### config.mk
export PLATFORM = sky130hd
export DESIGN_NAME = npc_unit
export DESIGN_NICKNAME = d
export VERILOG_FILES = /design/src/rtl/npc_pkg.sv /design/src/rtl/npc_seq_inc.sv /design/src/rtl/npc_cmp.sv /design/src/rtl/npc_tgt.sv /design/src/rtl/npc_unit.sv
export SDC_FILE = /design/constraint.sdc
export NUM_CORES = 1
export LEC_CHECK = 0
export CAP_MARGIN = 20
export CORE_MARGIN = 3
export CORE_UTILIZATION = 40
export CTS_BUF_LIST = sky130_fd_sc_hd__clkbuf_4
export CTS_CLUSTER_SIZE = 28
export DETAILED_ROUTE_END_ITERATION = 8
export DONT_BUFFER_PORTS = 1
export PLACE_DENSITY = 0.55
export SLEW_MARGIN = 20
export SYNTH_ARGS = -nofsm -noshare
export SYNTH_HDL_FRONTEND = slang
export SYNTH_SLANG_ARGS = --single-unit
export TNS_END_PERCENT = 30
### constraint.sdc
create_clock -name clk -period 3.55 [get_ports clk]
set_clock_uncertainty 0.2 [all_clocks]
set_input_delay 0.71 -clock clk [delete_from_list [all_inputs] [get_ports clk]]
set_output_delay 0.71 -clock clk [all_outputs]
set_load 0.02 [all_outputs]
### src/rtl/npc_pkg.sv
package npc_pkg;
   typedef enum logic {
      BR_EQ = 1'b0,
      BR_NE = 1'b1
   } br_kind_e;

   typedef enum logic [1:0] {
      SEL_SEQ    = 2'd0,
      SEL_BRANCH = 2'd1,
      SEL_JUMP   = 2'd2
   } npc_sel_e;
endpackage

### src/rtl/npc_seq_inc.sv
module npc_seq_inc #(
   parameter int ADDR_W     = 32,
   parameter int INSTR_BYTES = 4
) (
   input  logic [ADDR_W-1:0] pc_cur,
   output logic [ADDR_W-1:0] pc_plus
);
   localparam logic [ADDR_W-1:0] STEP = ADDR_W'(INSTR_BYTES);

   always_comb begin
      pc_plus = pc_cur + STEP;
   end
endmodule

### src/rtl/npc_cmp.sv
module npc_cmp #(
   parameter int DATA_W    = 32,
   parameter int CMP_STYLE = 0
) (
   input  logic              kind,
   input  logic [DATA_W-1:0] lhs,
   input  logic [DATA_W-1:0] rhs,
   output logic              cond_ok
);
   import npc_pkg::*;

   logic same;

   generate
      if (CMP_STYLE == 0) begin : g_direct
         always_comb begin
            same = (lhs == rhs);
         end
      end else begin : g_xor
         logic [DATA_W-1:0] diff_bits;
         always_comb begin
            diff_bits = lhs ^ rhs;
            same      = ~(|diff_bits);
         end
      end
   endgenerate

   always_comb begin
      unique case (br_kind_e'(kind))
         BR_EQ:   cond_ok = same;
         BR_NE:   cond_ok = ~same;
         default: cond_ok = 1'b0;
      endcase
   end
endmodule

### src/rtl/npc_tgt.sv
module npc_tgt #(
   parameter int ADDR_W = 32,
   parameter int OFF_W  = 16,
   parameter int SCALE  = 2
) (
   input  logic [ADDR_W-1:0] pc_plus,
   input  logic [OFF_W-1:0]  off_words,
   output logic [ADDR_W-1:0] tgt
);
   localparam int EXT_W = ADDR_W - OFF_W - SCALE;

   logic [ADDR_W-1:0] off_bytes;

   generate
      if (EXT_W > 0) begin : g_ext
         always_comb begin
            off_bytes = {{EXT_W{off_words[OFF_W-1]}}, off_words, {SCALE{1'b0}}};
         end
      end else begin : g_noext
         always_comb begin
            off_bytes = {off_words, {SCALE{1'b0}}};
         end
      end
   endgenerate

   always_comb begin
      tgt = pc_plus + off_bytes;
   end
endmodule

### src/rtl/npc_unit.sv
module npc_unit #(
   parameter int              ADDR_W      = 32,
   parameter int              OFF_W       = 16,
   parameter int              INSTR_BYTES = 4,
   parameter int              CMP_STYLE   = 0,
   parameter logic [31:0]     RESET_PC    = 32'h0000_0000
) (
   input  logic              clk,
   input  logic              rst,
   input  logic              br_en,
   input  logic              br_kind,
   input  logic [OFF_W-1:0]  br_off,
   input  logic [ADDR_W-1:0] opnd_a,
   input  logic [ADDR_W-1:0] opnd_b,
   input  logic              jmp_en,
   input  logic [ADDR_W-1:0] jmp_tgt,
   output logic [ADDR_W-1:0] pc_q
);
   import npc_pkg::*;

   localparam int              SCALE      = $clog2(INSTR_BYTES);
   localparam logic [ADDR_W-1:0] ALIGN_MASK = ADDR_W'(INSTR_BYTES - 1);
   localparam logic [ADDR_W-1:0] RST_VAL    = ADDR_W'(RESET_PC);

   if (ADDR_W < OFF_W + SCALE) begin : g_bad_width
      $error("npc_unit: ADDR_W too small for scaled offset");
   end
   if ((1 << SCALE) != INSTR_BYTES) begin : g_bad_bytes
      $error("npc_unit: INSTR_BYTES must be a power of two");
   end
   if ((RST_VAL & ALIGN_MASK) != '0) begin : g_bad_reset
      $error("npc_unit: RESET_PC must be aligned");
   end

   logic [ADDR_W-1:0] pc_plus;
   logic [ADDR_W-1:0] br_tgt;
   logic [ADDR_W-1:0] jmp_aligned;
   logic [ADDR_W-1:0] pc_next;
   logic              cond_ok;
   npc_sel_e          sel;

   npc_seq_inc #(
      .ADDR_W      (ADDR_W),
      .INSTR_BYTES (INSTR_BYTES)
   ) inc_i (
      .pc_cur  (pc_q),
      .pc_plus (pc_plus)
   );

   npc_cmp #(
      .DATA_W    (ADDR_W),
      .CMP_STYLE (CMP_STYLE)
   ) cmp_i (
      .kind    (br_kind),
      .lhs     (opnd_a),
      .rhs     (opnd_b),
      .cond_ok (cond_ok)
   );

   npc_tgt #(
      .ADDR_W (ADDR_W),
      .OFF_W  (OFF_W),
      .SCALE  (SCALE)
   ) tgt_i (
      .pc_plus   (pc_plus),
      .off_words (br_off),
      .tgt       (br_tgt)
   );

   always_comb begin
      jmp_aligned = jmp_tgt & ~ALIGN_MASK;
      if (jmp_en) begin
         sel = SEL_JUMP;
      end else if (br_en && cond_ok) begin
         sel = SEL_BRANCH;
      end else begin
         sel = SEL_SEQ;
      end
      unique case (sel)
         SEL_JUMP:   pc_next = jmp_aligned;
         SEL_BRANCH: pc_next = br_tgt;
         default:    pc_next = pc_plus;
      endcase
   end

   always_ff @(posedge clk) begin
      if (rst) begin
         pc_q <= RST_VAL;
      end else begin
         pc_q <= pc_next;
      end
   end

   assert_seq_step_R2: assert property (@(posedge clk) disable iff (rst)
      (!br_en && !jmp_en) |=> (pc_q == $past(pc_q) + ADDR_W'(INSTR_BYTES)));

   assert_not_taken_R5: assert property (@(posedge clk) disable iff (rst)
      (br_en && !jmp_en && !cond_ok) |=> (pc_q == $past(pc_q) + ADDR_W'(INSTR_BYTES)));

   assert_jump_load_R6: assert property (@(posedge clk) disable iff (rst)
      jmp_en |=> (pc_q == ($past(jmp_tgt) & ~ALIGN_MASK)));

   assert_jump_wins_R7: assert property (@(posedge clk) disable iff (rst)
      (jmp_en && br_en && cond_ok) |=> (pc_q != $past(br_tgt) || $past(br_tgt) == $past(jmp_aligned)));

   assert_aligned_R9: assert property (@(posedge clk) disable iff (rst)
      ((pc_q & ALIGN_MASK) == '0));
endmodule

==> impl_metrics.toml <==
[sta]
final_min_period_over_clock_period_pct = 99.6
fin_crit_ns = 3.54
setup_ws_ns = 0.0134
max_clock_freq_mhz = 283
report.final.hold_viol_count = 0
slew_headroom_pct = 50.8
timing_worst_slew_pin_value_ns = 0.735
slew_viol_final = 0
final_total_negative_setup_slack_ns = 0
rsz0062_at_grt = "true"
final-setup-viol-count = 0

[floorplan]
design.core.area_um2 = 9460
ios = 149
die_h_um = 106
std_cell_rows = 35
initial_core_util_pct = 42.0
fp.dieW_um = 106
fp.dieArea_um2 = 11200

[yosys]
syn-mean-instance-area_um2 = 7.70
adder_cell_area_share_of_the_yosys_netlist_pct = 11.8
synthMuxAreaShare_pct = 3.56
synth_async_sr_flop_share_pct = 0
synth_top_flop_cell = "dfxtp_1"
synth_simple_gate_area_share_pct = 24.5
largest_family_of_logic_cells_by_synthesized_area = "simple AND/OR/NAND/NOR gates"
post_synth_xor_xnor_area_pct = 19.0
synthDistinctLibCells = 67
synth-seq-cells = 30
synth_compound_gate_area_share_pct = 23.0
synthesized_area_um2 = 3970
synth_enable_flop_cells = 0
synth_sequential_area_ratio_pct = 15.1
synth_warnings = 0
postSynthCellCount = 516

[clocking]
clk_pin_slew_worst_paths_ns = 0.12
holdBufCountCts = 0
total_clock_buffers_created_by_cts = 5
cts.htree.levels = 2
tritoncts = "built"
cts_root_buf = "clkbuf_4"
cts_max_path_bufs = 2
numClockSinks = 30
worst_skew_pair.late_latency_ns = 0.34

[power]
power_per_cell_area_nw_per_um2 = 273
power_leakage_nw = 2.32
worst_supply_voltage_drop_on_vdd_v = 0.000140

[worst_setup_path]
timing.critical_path.buf_inv = 0
rr_worst_depth = 14
reg_to_reg_slack_setup_ns = 0.01
timing.critical_path.max_delay_family = "simple AND/OR/NAND/NOR gates"
timing.critical_path.required_ns = 3.58
critPathMaxStageDelay_ns = 0.38
path_max_fanout = 3
worst_setup_path_start_kind = "flip-flop"
cpMaxStageDelayCell = "dfxtp_4"
critPathCaptureType = "flip-flop"
reg2reg_from = "pc_q[6]"
critical_path.cell_chain = "and3_4 -> and4_4 -> and4_4 -> nand2_4 -> xnor2_4 -> ha_4 -> a21o_1 -> a21o_1 -> or3_1 -> or3_4 -> a31oi_4 -> o31ai_2 -> mux2i_1 -> o311a_1"
worst-endpoint-arrival_ns = 3.57
critical_setup_path_kind = "flip-flop to flip-flop"
reg2reg_to = "pc_q[23]"

[grt]
antenna_found_initial = 0
residual_overflow_from_global_routing = 0
grt_pass1_vias = 4183
grt_start_max_net_pins = 33
grt_first_pass_wirelength_mm = 20.8
globalRouteTotalUtil_pct = 22.7

[cells_and_area]
share_of_layout_cells_above_drive_strength_1_pct = 28.2
fillerInstances = 943
final_nets = 755
largest-register = "pc_q"
antenna-diode-count = 0
multi_input_area_um2 = 3620
reg_top3 = "pc_q: 30 flops"
flow.area_growth_from_synthesis_pct = 31.0
largest_register_ffs = 30
ff_latch_area_um2 = 623

[placed_design]
placement.setup.worst_slack_ns = -0.147
gp_congestion = 0.930
dp_hpwl_mm = 10.6
numPortBuffers = 0

[status]
run_status = "finished, final reports clean"

[drt]
dr_total_vias = 4175
avgRoutedWirePerCell_um = 18.4
drtPass1Iterations = 5
drt_iter0_drc = 154
postRouteAntennaNets = 0
routed_wirelength_mm = 13.4
detail_route.drc_violations = 0
vias_per_cell = 5.71

[worst_hold_path]
timing.hold.worst_path_depth = 1
hold_class = "input pin to flip-flop"
min_delay_worst_endpoint = "pc_q[3]"
hold_startpoint = "rst"

[flow_run]
maxCapViolCount = 0
-- through the flow --
step                      hold WS [ns]  instances  util, %  power, W  instance area, um^2
final                            0.212        731     55.0   0.00142                 5200
after global routing             0.189        731     55.0   0.00152                 5200
after CTS                        0.203        722     51.3   0.00136                 4860
after detailed placement         0.491        714     50.4   0.00113                 4770
after global placement           0.485        714     50.4   0.00112                 4770
after floorplan                  0.466        517        -  0.000906                 4040
-- where the power goes --
part / switching [W] / leakage [nW] / internal [W]
sequential: 0.0000368 / 0.253 / 0.000366
clock: 0.000144 / 0.0331 / 0.0000822
combinational: 0.000413 / 2.04 / 0.000378
total: 0.000594 / 2.32 / 0.000827
-- how the worst max path moves through the flow --
| stage | end | startpoint | depth (start not counted) | slack, ns |
|---|---|---|---|---|
| after floorplan | pc_q[23] | pc_q[5] | 15 | -0.09 |
| after global placement | pc_q[26] | pc_q[7] | 15 | -0.10 |
| after detailed placement | pc_q[23] | pc_q[7] | 14 | -0.15 |
| after CTS | pc_q[23] | pc_q[6] | 14 | -0.03 |
| after global routing | pc_q[30] | pc_q[5] | 16 | -0.17 |
| final | pc_q[23] | pc_q[6] | 14 | 0.01 |
-- cell type report --
type | count | share of cell area, %
Clock buffer | 6 | 0.866
Inverter | 11 | 0.794
Sequential cell | 30 | 12.0
Timing Repair Buffer | 93 | 13.6
Tap cell | 129 | 3.10
Clock inverter | 2 | 0.168
Multi-Input combinational cell | 460 | 69.5
-- layout by cell type (no fill, tap or decap), types with 9 or more instances in the layout --
| master | n |
|---|---|
| nand4_1 | 14 |
| a211oi_1 | 13 |
| nor4_1 | 10 |
| o21ai_0 | 9 |
| and3_1 | 10 |
| inv_1 | 9 |
| nor2_1 | 41 |
| ha_1 | 29 |
| xnor2_1 | 23 |
| xnor2_2 | 9 |
| mux2i_1 | 12 |
| nand2_1 | 45 |
| nand3_1 | 18 |
| dfxtp_1 | 24 |
| o21ai_1 | 14 |
| a21o_1 | 12 |
| xor2_1 | 46 |
| buf_4 | 91 |
| a21oi_1 | 23 |
-- cells by family (layout without fill, tap and decap cells) --
logic type / Yosys count / count (layout)
buf+inv: 27 / 112
fa+ha+maj: 37 / 37
simple gates: 189 / 189
flops: 30 / 30
compound gates: 135 / 135
mux: 14 / 14
xor+xnor: 83 / 83
other cells: 1 / 2
-- metal layers --
layer	track usage (%)	wire, um
met1	29.1	5770
met2	40.4	6730
met3	4.10	779
met4	3.52	136
met5	0	0
-- cells in the mapped netlist, types with 2 or more instances --
cell type	count	area share [%]
a211o_1	3	0.66
a211oi_1	14	2.6
a21o_1	12	2.3
a21oi_1	31	3.9
a221oi_1	2	0.44
a22oi_1	6	1.1
a31oi_1	6	0.94
and2_1	4	0.63
and3_1	11	1.7
and4_1	3	0.66
buf_2	6	0.76
buf_4	2	0.38
clkbuf_1	7	0.66
dfxtp_1	30	15
ha_1	36	11
inv_1	9	0.85
mux2i_1	13	3.3
nand2_1	47	4.4
nand2b_1	8	1.3
nand3_1	20	2.5
nand4_1	14	2.2
nor2_1	45	4.3
nor2b_1	2	0.31
nor3_1	6	0.76
nor3b_1	4	0.76
nor4_1	10	1.6
o211a_1	4	1.0
o211ai_1	6	1.1
o21a_1	5	0.94
o21ai_0	14	1.8
o21ai_1	11	1.4
o21bai_1	3	0.57
o31ai_1	5	0.94
or2_2	3	0.47
or3_1	3	0.47
xnor2_1	33	7.3
xor2_1	48	11
-- repair_timing --
item / 4_1_cts / 5_1_grt
setup buffers: 0 / 9
endpoints found under the setup margin: 8 / 14
gates resized for setup: 7 / 51
pin swaps: 9 / 20
(Power assumes the default switching activity.)
